===== src/rtl/lane_blend_unit.sv =====
module lane_blend_unit #(
  parameter int LANE_W       = 64,
  parameter int SRC_LANES    = 4,
  parameter int DST_LANES    = 8,
  parameter int NARROW_LANES = 2
) (
  input  logic                        clk,
  input  logic                        rst,
  input  logic                        in_valid,
  input  logic [1:0]                  form_sel,
  input  logic [7:0]                  ctrl,
  input  logic [LANE_W*DST_LANES-1:0] dst_old,
  input  logic [LANE_W*SRC_LANES-1:0] src_a,
  input  logic [LANE_W*SRC_LANES-1:0] src_b,
  output logic                        out_valid,
  output logic [LANE_W*DST_LANES-1:0] result
);

  localparam int DST_W    = LANE_W * DST_LANES;
  localparam int SRC_W    = LANE_W * SRC_LANES;
  localparam int NARROW_W = LANE_W * NARROW_LANES;

  localparam logic [1:0] FORM_LEG  = 2'd0;
  localparam logic [1:0] FORM_V128 = 2'd1;
  localparam logic [1:0] FORM_V256 = 2'd2;

  logic [DST_W-1:0] blend;

  for (genvar i = 0; i < DST_LANES; i++) begin : g_lane
    logic [LANE_W-1:0] old_l;
    assign old_l = dst_old[i*LANE_W +: LANE_W];
    if (i < SRC_LANES) begin : g_src
      logic [LANE_W-1:0] a_l, b_l;
      assign a_l = src_a[i*LANE_W +: LANE_W];
      assign b_l = src_b[i*LANE_W +: LANE_W];
      if (i < NARROW_LANES) begin : g_narrow
        assign blend[i*LANE_W +: LANE_W] =
          (form_sel == FORM_LEG)                          ? (ctrl[i] ? b_l : old_l) :
          (form_sel == FORM_V128 || form_sel == FORM_V256) ? (ctrl[i] ? b_l : a_l)   :
          '0;
      end else begin : g_wide
        assign blend[i*LANE_W +: LANE_W] =
          (form_sel == FORM_LEG)  ? old_l :
          (form_sel == FORM_V256) ? (ctrl[i] ? b_l : a_l) :
          '0;
      end
    end else begin : g_upper
      assign blend[i*LANE_W +: LANE_W] = (form_sel == FORM_LEG) ? old_l : '0;
    end
  end

  always_ff @(posedge clk) begin
    if (rst) out_valid <= 1'b0;
    else     out_valid <= in_valid;
  end

  always_ff @(posedge clk) begin
    if (in_valid) result <= blend;
  end

  assert_valid_follows_R8: assert property (@(posedge clk) disable iff (rst)
    in_valid |=> out_valid);
  assert_bubble_R8: assert property (@(posedge clk) disable iff (rst)
    !in_valid |=> !out_valid);
  assert_legacy_upper_R3: assert property (@(posedge clk) disable iff (rst)
    (in_valid && form_sel == FORM_LEG) |=> result[DST_W-1:NARROW_W] == $past(dst_old[DST_W-1:NARROW_W]));
  assert_v128_zero_R4: assert property (@(posedge clk) disable iff (rst)
    (in_valid && form_sel == FORM_V128) |=> result[DST_W-1:NARROW_W] == '0);
  assert_v256_zero_R5: assert property (@(posedge clk) disable iff (rst)
    (in_valid && form_sel == FORM_V256) |=> result[DST_W-1:SRC_W] == '0);
  assert_reserved_zero_R7: assert property (@(posedge clk) disable iff (rst)
    (in_valid && form_sel == 2'd3) |=> (result == '0 && out_valid));
  assert_lane0_pick_R1: assert property (@(posedge clk) disable iff (rst)
    (in_valid && form_sel == FORM_V256) |=>
      result[LANE_W-1:0] == ($past(ctrl[0]) ? $past(src_b[LANE_W-1:0]) : $past(src_a[LANE_W-1:0])));

endmodule


===== config.mk =====
export PLATFORM = sky130hd
export DESIGN_NAME = lane_blend_unit
export DESIGN_NICKNAME = d
export VERILOG_FILES = /design/src/rtl/lane_blend_unit.sv
export SDC_FILE = /design/constraint.sdc
export NUM_CORES = 1
export LEC_CHECK = 0
export BUFFER_PORTS_ARGS = -buffer_cell sky130_fd_sc_hd__buf_2
export CAP_MARGIN = 20
export CORE_AREA = 2 2 598 600
export CTS_BUF_LIST = sky130_fd_sc_hd__clkbuf_2 sky130_fd_sc_hd__clkbuf_4 sky130_fd_sc_hd__clkbuf_8
export DETAILED_ROUTE_END_ITERATION = 6
export DIE_AREA = 0 0 600 602
export SLEW_MARGIN = 10
export SYNTH_ARGS = -nofsm -noshare
export SYNTH_HDL_FRONTEND = slang
export SYNTH_SLANG_ARGS = --single-unit

===== constraint.sdc =====
create_clock -name clk -period 1.4 [get_ports clk]
set_input_delay 0.21 -clock clk [delete_from_list [all_inputs] [get_ports clk]]
set_output_delay 0.21 -clock clk [all_outputs]
set_load 0.05 [all_outputs]

==> flow_summary.json, run 1 <==
{
  "final_core_util_pct": 15.11,
  "hold_viol": 1,
  "worst-endpoint-arrival_ps": 1690,
  "grt_use_met1_pct": 15.31,
  "cts.sink_count": 513,
  "crit_required_ps": 1190,
  "crit_family": "flip-flops",
  "ir_drop_mv": 0.6772,
  "drt_iter0_drc": 2516,
  "cts_buffers": 111,
  "place.port_buffers": 1545,
  "synthCells": 1686,
  "worstPathCellList": "buf_6",
  "power-per-cell-area_nw_per_um2": 1044,
  "dp_worst_setup_slack_ps": -406.1,
  "synth_compound_area_share_pct": 13.01,
  "synth_top_family_by_area": "compound AO/OA/AOI/OAI gates",
  "grt_overflow": 0,
  "seq_area_frac_synth_pct": 65.80,
  "initial_utilization_pct": 6.593,
  "syn_avg_cell_area_um2": 13.88,
  "met2_usage_pct": 30.65,
  "grtUsageMet3_pct": 8.560,
  "hp-start": "src_a[165]",
  "synthAdderAreaFrac_pct": 0.1070,
  "drive_gt1_share_pct": 44.77,
  "firstDrtPassIters": 5,
  "rows": 219,
  "synthSimpleGateAreaFrac_pct": 12.51,
  "worst_path_max_delay_cell": "edfxtp_1",
  "drc": 0,
  "routabilityCongestion": 1.148,
  "stdcell_count": 9289,
  "ios": 1550,
  "cts_tree": "done",
  "cts.clk_slew.worst_paths_ps": 70,
  "max-slew-margin-rel_pct": 61.61,
  "grt_max_degree": 96,
  "n_fill_cell": 39723,
  "clk_path_buf_depth": 4,
  "hold_end": "result[165]$_DFFE_PP_",
  "design_power_total_mw": 55.99,
  "crit_fanout": 1,
  "grt_pass1_wl_mm": 368.1,
  "wl_mm": 314.0,
  "report.final.slew_viol_count": 0,
  "dp_hpwl_mm": 276.9,
  "fin_crit_ps": 1901,
  "synth_nets": 2725,
  "placed_cells_incl_taps": 8050,
  "syn2layout_area_growth_pct": 129.1,
  "post_drt_via_cell_ratio": 3.109,
  "startpoint_type": "flop",
  "cp.depth": 1,
  "maxCapViolCount": 0,
  "min_path_cells": 4,
  "worst-setup-path-type": "reg -> out",
  "fmax_mhz": 526.0,
  "fin_crit_sh_pct": 135.8,
  "rsz0062_at_grt": "yes",
  "antenna_found_initial": 477,
  "p_leak_nw": 21.41,
  "synth_xor_area_share_pct": 0,
  "muxShareOfSynthArea_pct": 5.476,
  "grt.busiest_layer": "met2",
  "netlist_area_um2": 23400,
  "fin_nets": 5327,
  "grt.total_usage_pct": 16.65,
  "worst_pin_slew_ps": 559.8,
  "setup_viol": 531,
  "status": "finished, violations left",
  "synth-seq-cells": 513,
  "synth.yosys.warnings": 0,
  "layout_setup_ws_ps": -501.1,
  "end_kind": "output port",
  "synth_top_area_share_pct": 65.71,
  "synth_largest_area_cell": "edfxtp_1",
  "core_region_area_um2": 354800,
  "ant_nets": 0,
  "avgRoutedWirePerCell_um": 33.81,
  "worstHoldPathType": "in -> reg",
  "ys_types": 18,
  "hold_ws_ps": -95.73,
  "critPathBufInv": 1,
  "dieArea_um2": 361200,
  "root_buffer": "clkbuf_8",
  "cp_slowest_stage_delay_ps": 490,
  "die_h_um": 602,
  "synth.area.top_cells": "edfxtp_1, and2_1, mux2i_1",
  "violations": "negative hold slack, negative setup slack",
  "grt_pass1_vias": 27620,
  "htreeDepth": 3,
  "vias": 28883,
  "fp.dieW_um": 600
}
metrics by stage:
step	hold WS, ps	instance area, µm²	TNS, ps
after CTS	1.569	53030	-231370
after detailed placement	379.8	38930	-143450
after floorplan	281.6	23440	0
after global placement	370.5	38930	-140740
final	-95.73	53610	-157580
after global routing	4.073	53480	-212750
worst max-delay path by stage:
stage	from	end
final	result[42]$_DFFE_PP_	result[42]
after detailed placement	form_sel[1]	result[199]$_DFFE_PP_
after CTS	result[259]$_SDFFCE_PN0P_	result[259]
after global routing	result[259]$_SDFFCE_PN0P_	result[259]
after global placement	form_sel[1]	result[223]$_DFFE_PP_
after floorplan	form_sel[1]	result[95]$_DFFE_PP_
sequential cells by signal (all words and copies together), names as in the netlist:
signal and cells:
out_valid 1, result 512
synthesized netlist by cell type:
master,number
edfxtp_1,512
and2_1,256
mux2i_1,128
nand2_1,128
o21a_1,128
o21ai_0,128
nand2b_1,115
o221a_1,111
clkbuf_1,58
buf_2,57
buf_4,21
o221a_2,17
or2b_1,16
buf_6,5
ha_1,2
inv_1,2
dfxtp_1,1
nor2b_1,1
routing by layer:
| metal | part of all wire (%) | vias up |
|---|---|---|
| li1 | - | 11719 |
| met1 | 31 | 13686 |
| met2 | 51 | 2254 |
| met3 | 12 | 1038 |
| met4 | 5.6 | 186 |
| met5 | 0.39 | - |
cell usage in the layout, fill, tap and decap left out, types with 25 or more instances in the layout:
master,synthesis,routed
nand2b_1,115,112
and2_1,256,256
diode_2,0,165
buf_12,0,66
clkbuf_8,0,111
dlygate4sd3_1,0,874
o221a_1,111,111
buf_6,5,489
mux2i_1,128,121
nand2_1,128,128
o21ai_0,128,127
edfxtp_1,512,512
buf_4,21,164
o21a_1,128,128
clkinv_1,0,25
buf_2,57,1027
area by class of cell:
| cell class | instances | area, µm² | area share, % |
|---|---|---|---|
| diodes | 165 | 412.9 | 0.7702 |
| clock buffers | 135 | 1708 | 3.186 |
| clock inverters | 63 | 668.1 | 1.246 |
| inverters | 2 | 7.507 | 0.01400 |
| multi-input cells | 1030 | 7338 | 13.69 |
| flip-flops and latches | 513 | 15400 | 28.72 |
| well taps | 4751 | 5944 | 11.09 |
| repair buffers | 2630 | 22130 | 41.28 |
where the power goes:
part	internal [mW]	total, mW	leakage (nW)	switching (mW)
Sequential	18.5	19.3	4.93	0.818
Combinational	7.17	17.6	15.2	10.4
Clock	10.6	19.1	1.23	8.49
Total	36.3	56.0	21.4	19.7
cells by family after synthesis:
group,after synthesis
AOI/OAI and AO/OA,384
adders and majority gates,2
buffers and inverters,143
DFF,513
muxes,128
and+or+nand+nor,516
repair_timing:
action | in CTS | in global routing
pin swaps | 0 | 0
setup buffers | 0 | 0
resized for setup | 974 | 11
setup endpoints to repair | 513 | 530
hold buffers | 865 | 23
hold endpoints to repair | 989 | 11
cloned | 0 | 1
(Power assumes the default switching activity.)
==> inputs of run 2 (changes only) <==
--- a/config.mk
+++ b/config.mk
@@ -7,10 +7,10 @@
 export LEC_CHECK = 0
 export BUFFER_PORTS_ARGS = -buffer_cell sky130_fd_sc_hd__buf_2
 export CAP_MARGIN = 20
-export CORE_AREA = 2 2 598 600
+export CORE_AREA = 2 2 595 597
 export CTS_BUF_LIST = sky130_fd_sc_hd__clkbuf_2 sky130_fd_sc_hd__clkbuf_4 sky130_fd_sc_hd__clkbuf_8
 export DETAILED_ROUTE_END_ITERATION = 6
-export DIE_AREA = 0 0 600 602
+export DIE_AREA = 0 0 597 599
 export SLEW_MARGIN = 10
 export SYNTH_ARGS = -nofsm -noshare
 export SYNTH_HDL_FRONTEND = slang
==> flow_summary.json, run 2 (synthesized netlist as in run 1, its figures left out) <==
{
  "firstDrtPassIters": 5,
  "critPathBufInv": 1,
  "ant_nets": 0,
  "dieArea_um2": 357600,
  "rsz0062_at_grt": "yes",
  "startpoint": "result[90]$_DFFE_PP_",
  "worst-endpoint-arrival_ps": 1670,
  "status": "finished, violations left",
  "grt_overflow": 0,
  "cts_buffers": 107,
  "crit_path_end": "result[90]",
  "die_h_um": 599,
  "cp.depth": 1,
  "crit_required_ps": 1190,
  "cts.clk_slew.worst_paths_ps": 60,
  "worstHoldPathType": "in -> reg",
  "drc": 0,
  "rows": 218,
  "dp_worst_setup_slack_ps": -814.2,
  "final_common_cell": "buf_2",
  "worst_pin_slew_ps": 659.1,
  "fin_crit_sh_pct": 134.1,
  "crit_family": "flip-flops",
  "vias": 28101,
  "routabilityCongestion": 1.071,
  "design_power_total_mw": 53.69,
  "fin_crit_ps": 1877,
  "design_area_um2": 53210,
  "final_cell_mix": "buf_2, dlygate4sd3_1, edfxtp_1",
  "layout_setup_ws_ps": -476.9,
  "drt_iter0_drc": 2683,
  "grt_pass1_vias": 27756,
  "power-per-cell-area_nw_per_um2": 1009,
  "setup_viol": 520,
  "post_drt_via_cell_ratio": 3.070,
  "avgRoutedWirePerCell_um": 31.21,
  "fp.dieW_um": 597,
  "antenna_found_initial": 336,
  "startpoint_type": "flop",
  "hold_viol": 0,
  "dp_hpwl_mm": 249.0,
  "ios": 1550,
  "cp_slowest_stage_delay_ps": 500,
  "largest-register": "result",
  "wl_mm": 285.7,
  "crit_fanout": 1,
  "top_regs": "result x512, out_valid x1",
  "fmax_mhz": 532.8,
  "worst_path_max_delay_cell": "edfxtp_1",
  "cts_tree": "done",
  "p_leak_nw": 21.27,
  "end_kind": "output port",
  "fin_nets": 5306,
  "cts.sink_count": 513,
  "htreeDepth": 3,
  "violations": "negative setup slack",
  "place.port_buffers": 1545,
  "grt_max_degree": 84,
  "hold_ws_ps": 61.31,
  "maxCapViolCount": 0,
  "worst-setup-path-type": "reg -> out",
  "dpl_cell_area_um2": 39090,
  "worstPathCellList": "buf_6",
  "largest_reg_flops": 512,
  "initial_utilization_pct": 6.660,
  "report.final.slew_viol_count": 0,
  "syn2layout_area_growth_pct": 127.4,
  "clk_path_buf_depth": 4,
  "drive_gt1_share_pct": 44.73,
  "core_region_area_um2": 351300,
  "max-slew-margin-rel_pct": 55.60,
  "root_buffer": "clkbuf_8",
  "grt.total_usage_pct": 15.21,
  "ir_drop_mv": 0.6562,
  "grt_pass1_wl_mm": 338.2
}
run 2: cell types whose count changed in the layout (fill, tap and decap cells not counted), sizes merged:
cell	before	now
clkinv	42	41
clkbuf	136	129
inv	4	5
clkinvlp	5	3
bufinv	14	5
dlygate4sd3	874	859
dlymetal6s4s	1	0
diode	165	195
run 2: how the worst min path moves through the flow:
stage            startpoint  cells after the start                         to
6_report       dst_old[235]                      4      result[235]$_DFFE_PP_
5_1_grt        dst_old[419]                      3  result[419]$_SDFFCE_PN0P_
4_1_cts        dst_old[321]                      3  result[321]$_SDFFCE_PN0P_
3_5_place_dp            rst                      2       out_valid$_SDFF_PP0_
3_3_place_gp            rst                      2       out_valid$_SDFF_PP0_
2_1_floorplan           rst                      1       out_valid$_SDFF_PP0_
run 2: where the power goes:
part | internal, mW | switching, mW | total (mW)
clock network | 8.62 | 7.96 | 16.6
registers | 18.5 | 0.822 | 19.3
logic | 7.26 | 10.5 | 17.8
total | 34.4 | 19.3 | 53.7
run 2: area by class of cell:
type	count	area, µm²
fillers	39095	298100
clock buffers	129	1638
well taps	4620	5781
clock inverters	52	399.1
inverters	2	7.507
multi-input cells	1030	7335
flip-flops and latches	513	15400
repair buffers	2613	22170
diodes	195	488.0
run 2: through the flow:
stage               setup TNS (ps)  instances  util, %
finish                     -159200       9154    15.15
CTS                        -232720       8953    14.99
floorplan                        0       1686        -
global route               -217620       9070    15.09
detailed placement          -82150       7919    11.13
global placement            -84020       7919    11.13
run 2: per-layer routing:
layer / GRT usage (%) / vias up / part of all wire, %
met5: 0.5749 / - / 0.33
met4: 8.540 / 144 / 6.7
met3: 9.660 / 775 / 15
met2: 25.52 / 2174 / 47
met1: 13.99 / 13316 / 31
li1: - / 11692 / -
run 2: timing repair:
| item | 4_1_cts | 5_1_grt |
|---|---|---|
| setup endpoints to repair | 513 | 523 |
| hold buffers | 853 | 16 |
| gates cloned | 0 | 0 |
| buffers inserted | 0 | 0 |
| resized for setup | 951 | 5 |
| endpoints found under the hold margin | 1011 | 8 |
